`src/rtl/ledreg_pkg.sv`:
```
package ledreg_pkg;

    // Default geometry of the register slave.
    localparam int unsigned LEDREG_DATA_W = 32;
    localparam int unsigned LEDREG_LED_W  = 8;
    localparam int unsigned LEDREG_CE_W   = 1;

    // Number of byte lanes carried by a word of the given width.
    function automatic int unsigned lane_count(input int unsigned width);
        return width / 8;
    endfunction

endpackage

```
`src/rtl/ledreg_lane_merge.sv`:
```
// Byte-lane merge: picks each byte from the new word when its enable is set,
// otherwise keeps the byte of the old word.
module ledreg_lane_merge #(
    parameter int unsigned DATA_W = 32,
    localparam int unsigned LANES = DATA_W / 8
) (
    input  logic [DATA_W-1:0] old_word,
    input  logic [DATA_W-1:0] new_word,
    input  logic [LANES-1:0]  lane_en,
    output logic [DATA_W-1:0] merged
);

    for (genvar k = 0; k < LANES; k++) begin : g_lane
        assign merged[8*k +: 8] = lane_en[k] ? new_word[8*k +: 8] : old_word[8*k +: 8];
    end

endmodule

```
`src/rtl/ledreg_ack.sv`:
```
// Acknowledge generation: one-cycle answer to any raised chip-enable bit.
module ledreg_ack #(
    parameter int unsigned CE_W = 1
) (
    input  logic [CE_W-1:0] wr_ce,
    input  logic [CE_W-1:0] rd_ce,
    output logic            wr_ack,
    output logic            rd_ack
);

    always_comb begin
        wr_ack = |wr_ce;
        rd_ack = |rd_ce;
    end

endmodule

```
`src/rtl/ledreg_rdmux.sv`:
```
// Read return path: presents the register only while acknowledged.
module ledreg_rdmux #(
    parameter int unsigned DATA_W = 32
) (
    input  logic              rd_en,
    input  logic [DATA_W-1:0] reg_word,
    output logic [DATA_W-1:0] rd_data
);

    always_comb begin
        rd_data = rd_en ? reg_word : '0;
    end

endmodule

```
`src/rtl/ledreg_slave.sv`:
```
module ledreg_slave
    import ledreg_pkg::*;
#(
    parameter int unsigned DATA_W = LEDREG_DATA_W,
    parameter int unsigned LED_W  = LEDREG_LED_W,
    parameter int unsigned CE_W   = LEDREG_CE_W,
    localparam int unsigned LANES = lane_count(DATA_W)
) (
    input  logic              clk,
    input  logic              rst_n,
    input  logic [CE_W-1:0]   wr_ce,
    input  logic [CE_W-1:0]   rd_ce,
    input  logic [LANES-1:0]  be,
    input  logic [DATA_W-1:0] wr_data,
    output logic [DATA_W-1:0] rd_data,
    output logic              wr_ack,
    output logic              rd_ack,
    output logic              err,
    output logic [LED_W-1:0]  led
);

    typedef struct packed {
        logic [DATA_W-1:0] word;
    } state_t;

    state_t st_d, st_q;
    logic [DATA_W-1:0] merged;

    ledreg_ack #(.CE_W(CE_W)) u_ack (
        .wr_ce  (wr_ce),
        .rd_ce  (rd_ce),
        .wr_ack (wr_ack),
        .rd_ack (rd_ack)
    );

    ledreg_lane_merge #(.DATA_W(DATA_W)) u_merge (
        .old_word (st_q.word),
        .new_word (wr_data),
        .lane_en  (be),
        .merged   (merged)
    );

    ledreg_rdmux #(.DATA_W(DATA_W)) u_rdmux (
        .rd_en    (rd_ack),
        .reg_word (st_q.word),
        .rd_data  (rd_data)
    );

    always_comb begin
        st_d = st_q;
        if (wr_ack) begin
            st_d.word = merged;
        end
        if (!rst_n) begin
            st_d = '0;
        end
    end

    always_ff @(posedge clk) begin
        st_q <= st_d;
    end

    assign led = st_q.word[LED_W-1:0];
    assign err = 1'b0;

    // ---------------- assertions ----------------
    AST_FULL_WRITE: assert property (@(posedge clk) disable iff (!rst_n)
        (wr_ack && (&be)) |=> (st_q.word == $past(wr_data)));

    for (genvar k = 0; k < LANES; k++) begin : g_chk
        AST_LANE_TAKEN: assert property (@(posedge clk) disable iff (!rst_n)
            (wr_ack && be[k]) |=> (st_q.word[8*k +: 8] == $past(wr_data[8*k +: 8])));
        AST_LANE_KEPT: assert property (@(posedge clk) disable iff (!rst_n)
            (!wr_ack || !be[k]) |=> $stable(st_q.word[8*k +: 8]));
    end

    AST_WACK_PULSE: assert property (@(posedge clk) disable iff (!rst_n)
        wr_ack |=> !wr_ack);
    AST_RACK_PULSE: assert property (@(posedge clk) disable iff (!rst_n)
        rd_ack |=> !rd_ack);
    AST_RD_RETURN: assert property (@(posedge clk) disable iff (!rst_n)
        rd_ack |-> (rd_data == st_q.word));
    AST_RD_IDLE_ZERO: assert property (@(posedge clk) disable iff (!rst_n)
        !rd_ack |-> (rd_data == '0));
    AST_LED_CLEAR: assert property (@(posedge clk) disable iff (!rst_n)
        $rose(rst_n) |-> (led == '0));
    AST_ERR_LOW: assert property (@(posedge clk) disable iff (!rst_n)
        !err);

endmodule

```
`config.mk`:
```
export PLATFORM = sky130hd
export DESIGN_NAME = ledreg_slave
export DESIGN_NICKNAME = d
export VERILOG_FILES = /design/src/rtl/ledreg_pkg.sv /design/src/rtl/ledreg_lane_merge.sv /design/src/rtl/ledreg_ack.sv /design/src/rtl/ledreg_rdmux.sv /design/src/rtl/ledreg_slave.sv
export SDC_FILE = /design/constraint.sdc
export NUM_CORES = 1
export LEC_CHECK = 0
export CAP_MARGIN = 20
export CELL_PAD_IN_SITES_DETAIL_PLACEMENT = 0
export CELL_PAD_IN_SITES_GLOBAL_PLACEMENT = 1
export CORE_ASPECT_RATIO = 1.1
export CORE_MARGIN = 4
export CORE_UTILIZATION = 29
export DETAILED_ROUTE_END_ITERATION = 8
export PLACE_DENSITY_LB_ADDON = 0.12
export SLEW_MARGIN = 20
export SYNTH_ARGS = -nofsm -noshare
export SYNTH_HDL_FRONTEND = slang
export SYNTH_SLANG_ARGS = --single-unit
```
`constraint.sdc`:
```
create_clock -name clk -period 1.02 [get_ports clk]
set_clock_uncertainty 0.15 [all_clocks]
set_input_delay 0.255 -clock clk [delete_from_list [all_inputs] [get_ports clk]]
set_output_delay 0.255 -clock clk [all_outputs]
set_load 0.05 [all_outputs]
```
# Word-level counts from Yosys, hierarchy flattened
# Index checks and enable logic that the tools add are counted.
# word_totals
output_inout_bits	43
reg_bits	32
wordCells	9
# classes
reduce_logical	4
muxes	1
# op_table
cell	count
2-to-1 mux 32 bit	1
AND reduction 2 bit	4

# Longest topological paths before layout
# depth
ltp_word	1
depth_mapped	4

# Cells and area by module
# Synthesis repeated with hierarchy kept, for this count alone.
# unflattened
hier_cells	186
area_unflattened_um2	2110.8
# modules_own_cells
mod	cells_each	n_inst	area_per_inst_um2
ledreg_slave	113	1	1315.0
ledreg_lane_merge	36	1	525.5
ledreg_rdmux	35	1	255.2
ledreg_ack	2	1	15.0

# Worst setup path before layout
# Ideal clock, no wire load.
# synth_path
path_type	input port to output port
start	input port rd_ce
end	output port rd_data[0]
t_arrival_ps	886
path_stages	2
path_slack_ps	-271
path_buffers	1
cell_sequence	clkbuf_1 > and2_1
# synth_between
elab_chain_cells	1
# synth_lines
element	line_no	text
start: declaration	ledreg_slave.sv:12	input logic [CE_W-1:0] rd_ce,
2-to-1 mux 32 bit	ledreg_rdmux.sv:11	rd_data = rd_en ? reg_word : '0;
end: declaration	ledreg_slave.sv:15	output logic [DATA_W-1:0] rd_data,
# Every way passes these cells.

# Final worst setup path
# layout_path
start	register st_q[1] in the netlist's numbering
end	output port rd_data[1]
# layout_between
elab_chain_cells	1
# layout_lines
element	line_no	text
start: declaration	ledreg_slave.sv:26	state_t st_d, st_q;
start signal: assignment	ledreg_slave.sv:60	st_q <= st_d;
2-to-1 mux 32 bit	ledreg_rdmux.sv:11	
# Every way passes these cells.

==> results.json <==
{
  "yosysSeqAreaShare_pct": 37.2,
  "cp_cell_sequence": "and2_4 > buf_12",
  "cp.required_ns": 0.61,
  "grtUsageMet2_pct": 24.1,
  "cp_num_buf_inv": 1,
  "cts_buffer_depth": 2,
  "fin_nets": 329,
  "synthArstFlopShare_pct": 0,
  "hp-class": "input pin to register",
  "grt.met1_usage_pct": 17.4,
  "post-route-min-period_ns": 1.33,
  "drt_iter0_drc": 60,
  "clkPwrFrac_pct": 35.5,
  "synth_nets": 238,
  "gr-total-overflow": 0,
  "synth_area_leaders": "dfxtp_1 (37%), o21ai_2 (16%), and2_1 (12%)",
  "violations": "negative setup slack",
  "synth_area_leader_cell": "dfxtp_1",
  "floorplan.initialDensity_pct": 29.9,
  "path_class": "register to primary output",
  "largestRegisters": "st_q x32",
  "worst_hold_slack_ns": 0.234,
  "busiest_layer": "met2",
  "grt_max_degree": 33,
  "synth-seq-cells": 32,
  "post-route-util_pct": 60.2,
  "fin_crit_sh_pct": 130,
  "grt_use_met3_pct": 4.28,
  "syn_avg_cell_area_um2": 8.71,
  "final_design_area_no_fill_mm2": 0.00347,
  "slew_viol_final": 0,
  "crit_fanout": 3,
  "antenna_found_initial": 0,
  "drt-total-wl_mm": 5.11,
  "arrival_ns": 0.92,
  "powerDensity_mw_per_mm2": 1090,
  "holdBufCountCts": 0,
  "switchingPower_mw": 1.01,
  "track_usage_pct": 14.3,
  "leakage_nw": 1.42,
  "cpLargestDelayFamily": "flip-flops",
  "drt_first_pass_iters": 4,
  "pin_count": 83,
  "gp_congestion": 0.758,
  "maxCapViolCount": 0,
  "vias_per_cell": 4.59,
  "swShare_pct": 26.7,
  "insertion_delay_ns": 0.27,
  "outcome": "complete, but fails checks",
  "grt_setup_unrepaired": "true",
  "wl_per_cell_um": 13.9,
  "yosysWarnings": 0,
  "port_buffers": 81,
  "clockRootBuffer": "clkbuf_8",
  "die_y_um": 88.9,
  "die_area_mm2": 0.00724,
  "ys_top_cells_by_count": "and2_1 (32), dfxtp_1 (32), nand2_1 (32), nand4_1 (32), o21ai_2 (32)",
  "grt_pass1_wl_mm": 7.95,
  "final-hold-violation-count": 0,
  "numCtsBuffers": 5,
  "r2r-start": "st_q[0]",
  "hpwl_mm": 3.37,
  "synthCells": 198,
  "postRouteAntennaNets": 0,
  "diodes": 0,
  "critPathLaunch": "st_q[1]",
  "htreeDepth": 2,
  "largest_register": "st_q",
  "synth_ff_type": "dfxtp_1",
  "final_layout_size_suffix_gt1_share_pct": 65.2,
  "largest_reg_flops": 32,
  "rows": 29,
  "start_kind": "register",
  "synth-edff-count": 0,
  "cp-end-kind": "primary output",
  "grt_pass1_vias": 1651,
  "clkTransAtPathRegs_ns": 0.07,
  "die_width_um": 81.5,
  "power_frac_seq_pct": 36.0,
  "syn_area_mm2": 0.00172,
  "cp_slowest_cell": "dfxtp_2",
  "setup_slack_ns": -0.305,
  "dpl_cell_area_mm2": 0.00309,
  "synth_top_area_share_pct": 37.2,
  "core_mm2": 0.00577,
  "worstHoldStart": "wr_ce",
  "drc_errors": 0,
  "num_vias": 1683,
  "crit_path_max_incr_delay_ns": 0.36,
  "synthDistinctLibCells": 11,
  "max_freq_mhz": 755,
  "intPower_mw": 2.76,
  "syn_to_final_growth_pct": 101,
  "worst_ir_drop_vdd_mv": 0.682,
  "setup_viol": 41,
  "combPwrFrac_pct": 28.5,
  "cts_sinks": 32,
  "cts_tree": "yes"
}
-- per-stage QoR --
step / total power [mW] / setup slack, ns / cells / TNS [ns]
2_1_floorplan: 1.91 / 0.00385 / 198 / 0
3_3_place_gp: 2.35 / -0.688 / 346 / -37.29
3_5_place_dp: 2.36 / -0.701 / 346 / -37.79
4_1_cts: 3.80 / -0.299 / 359 / -11.07
5_1_grt: 3.94 / -0.339 / 367 / -11.93
6_report: 3.77 / -0.305 / 367 / -10.43
-- layer usage --
| layer | part of all wire, % | vias to the layer above |
|---|---|---|
| met4 | 1.4 | 0 |
| met3 | 7.0 | 10 |
| li1 | - | 846 |
| met1 | 42 | 770 |
| met2 | 49 | 57 |
| met5 | 0 | - |
-- cell usage in the layout, fill, tap and decap left out --
cell type and count:
o21ai_2 32, buf_4 19, dfxtp_2 32, dlygate4sd2_1 2, buf_2 1, clkbuf_8 7, buf_6 12, nand2_1 32
conb_1 1, and2_4 36, dlymetal6s2s_1 2, buf_16 3, buf_12 46, clkdlybuf4s50_1 32, nand4_1 32, bufinv_16 1
-- power groups by stage --
stage	Combinational, mW	Clock [mW]	Sequential [mW]
2_1_floorplan	0.543	0	1.36
3_3_place_gp	0.985	0	1.37
3_5_place_dp	0.990	0	1.37
4_1_cts	1.06	1.39	1.36
5_1_grt	1.13	1.44	1.37
6_report	1.08	1.34	1.36
-- layout make-up --
| type | instances | area, µm² |
|---|---|---|
| Timing Repair Buffer | 117 | 1650 |
| Clock buffer | 7 | 96.3 |
| Sequential cell | 32 | 681 |
| Clock inverter | 1 | 30.0 |
| Fill cell | 490 | 2300 |
| Multi-Input combinational cell | 133 | 920 |
| Tap cell | 77 | 96.3 |
-- timing repair --
action / in CTS / in global routing
buffers inserted: 2 / 8
endpoints found under the setup margin: 74 / 57
pin swaps: 6 / 2
gates resized for setup: 61 / 5
cloned: 3 / 0
-- final timing paths --
| check | cells after the start | endpoint | slack (ns) |
|---|---|---|---|
| worst min register to register | 2 | st_q[22] | 0.31 |
| worst max register to register | 4 | st_q[0] | 0.10 |
| worst max-delay path | 2 | rd_data[1] | -0.31 |
| worst min-delay path | 4 | st_q[25] | 0.23 |
-- worst min-delay path, delay by kind of cell --
family / cells / cell delay, ns
AOI/OAI and AO/OA: 1 / 0.06
and+or+nand+nor: 1 / 0.11
buffers and inverters: 2 / 0.20
-- cells by family (layout without fill, tap and decap cells) --
group	Yosys count	count (layout)	synth area share, %
buffers and inverters	33	125	14.2
flip-flops	32	32	37.2
other	1	1	0.217
AND/OR/NAND/NOR	100	100	32.2
AO/OA/AOI/OAI	32	32	16.3
No activity file was read; power rests on OpenSTA's default activity.
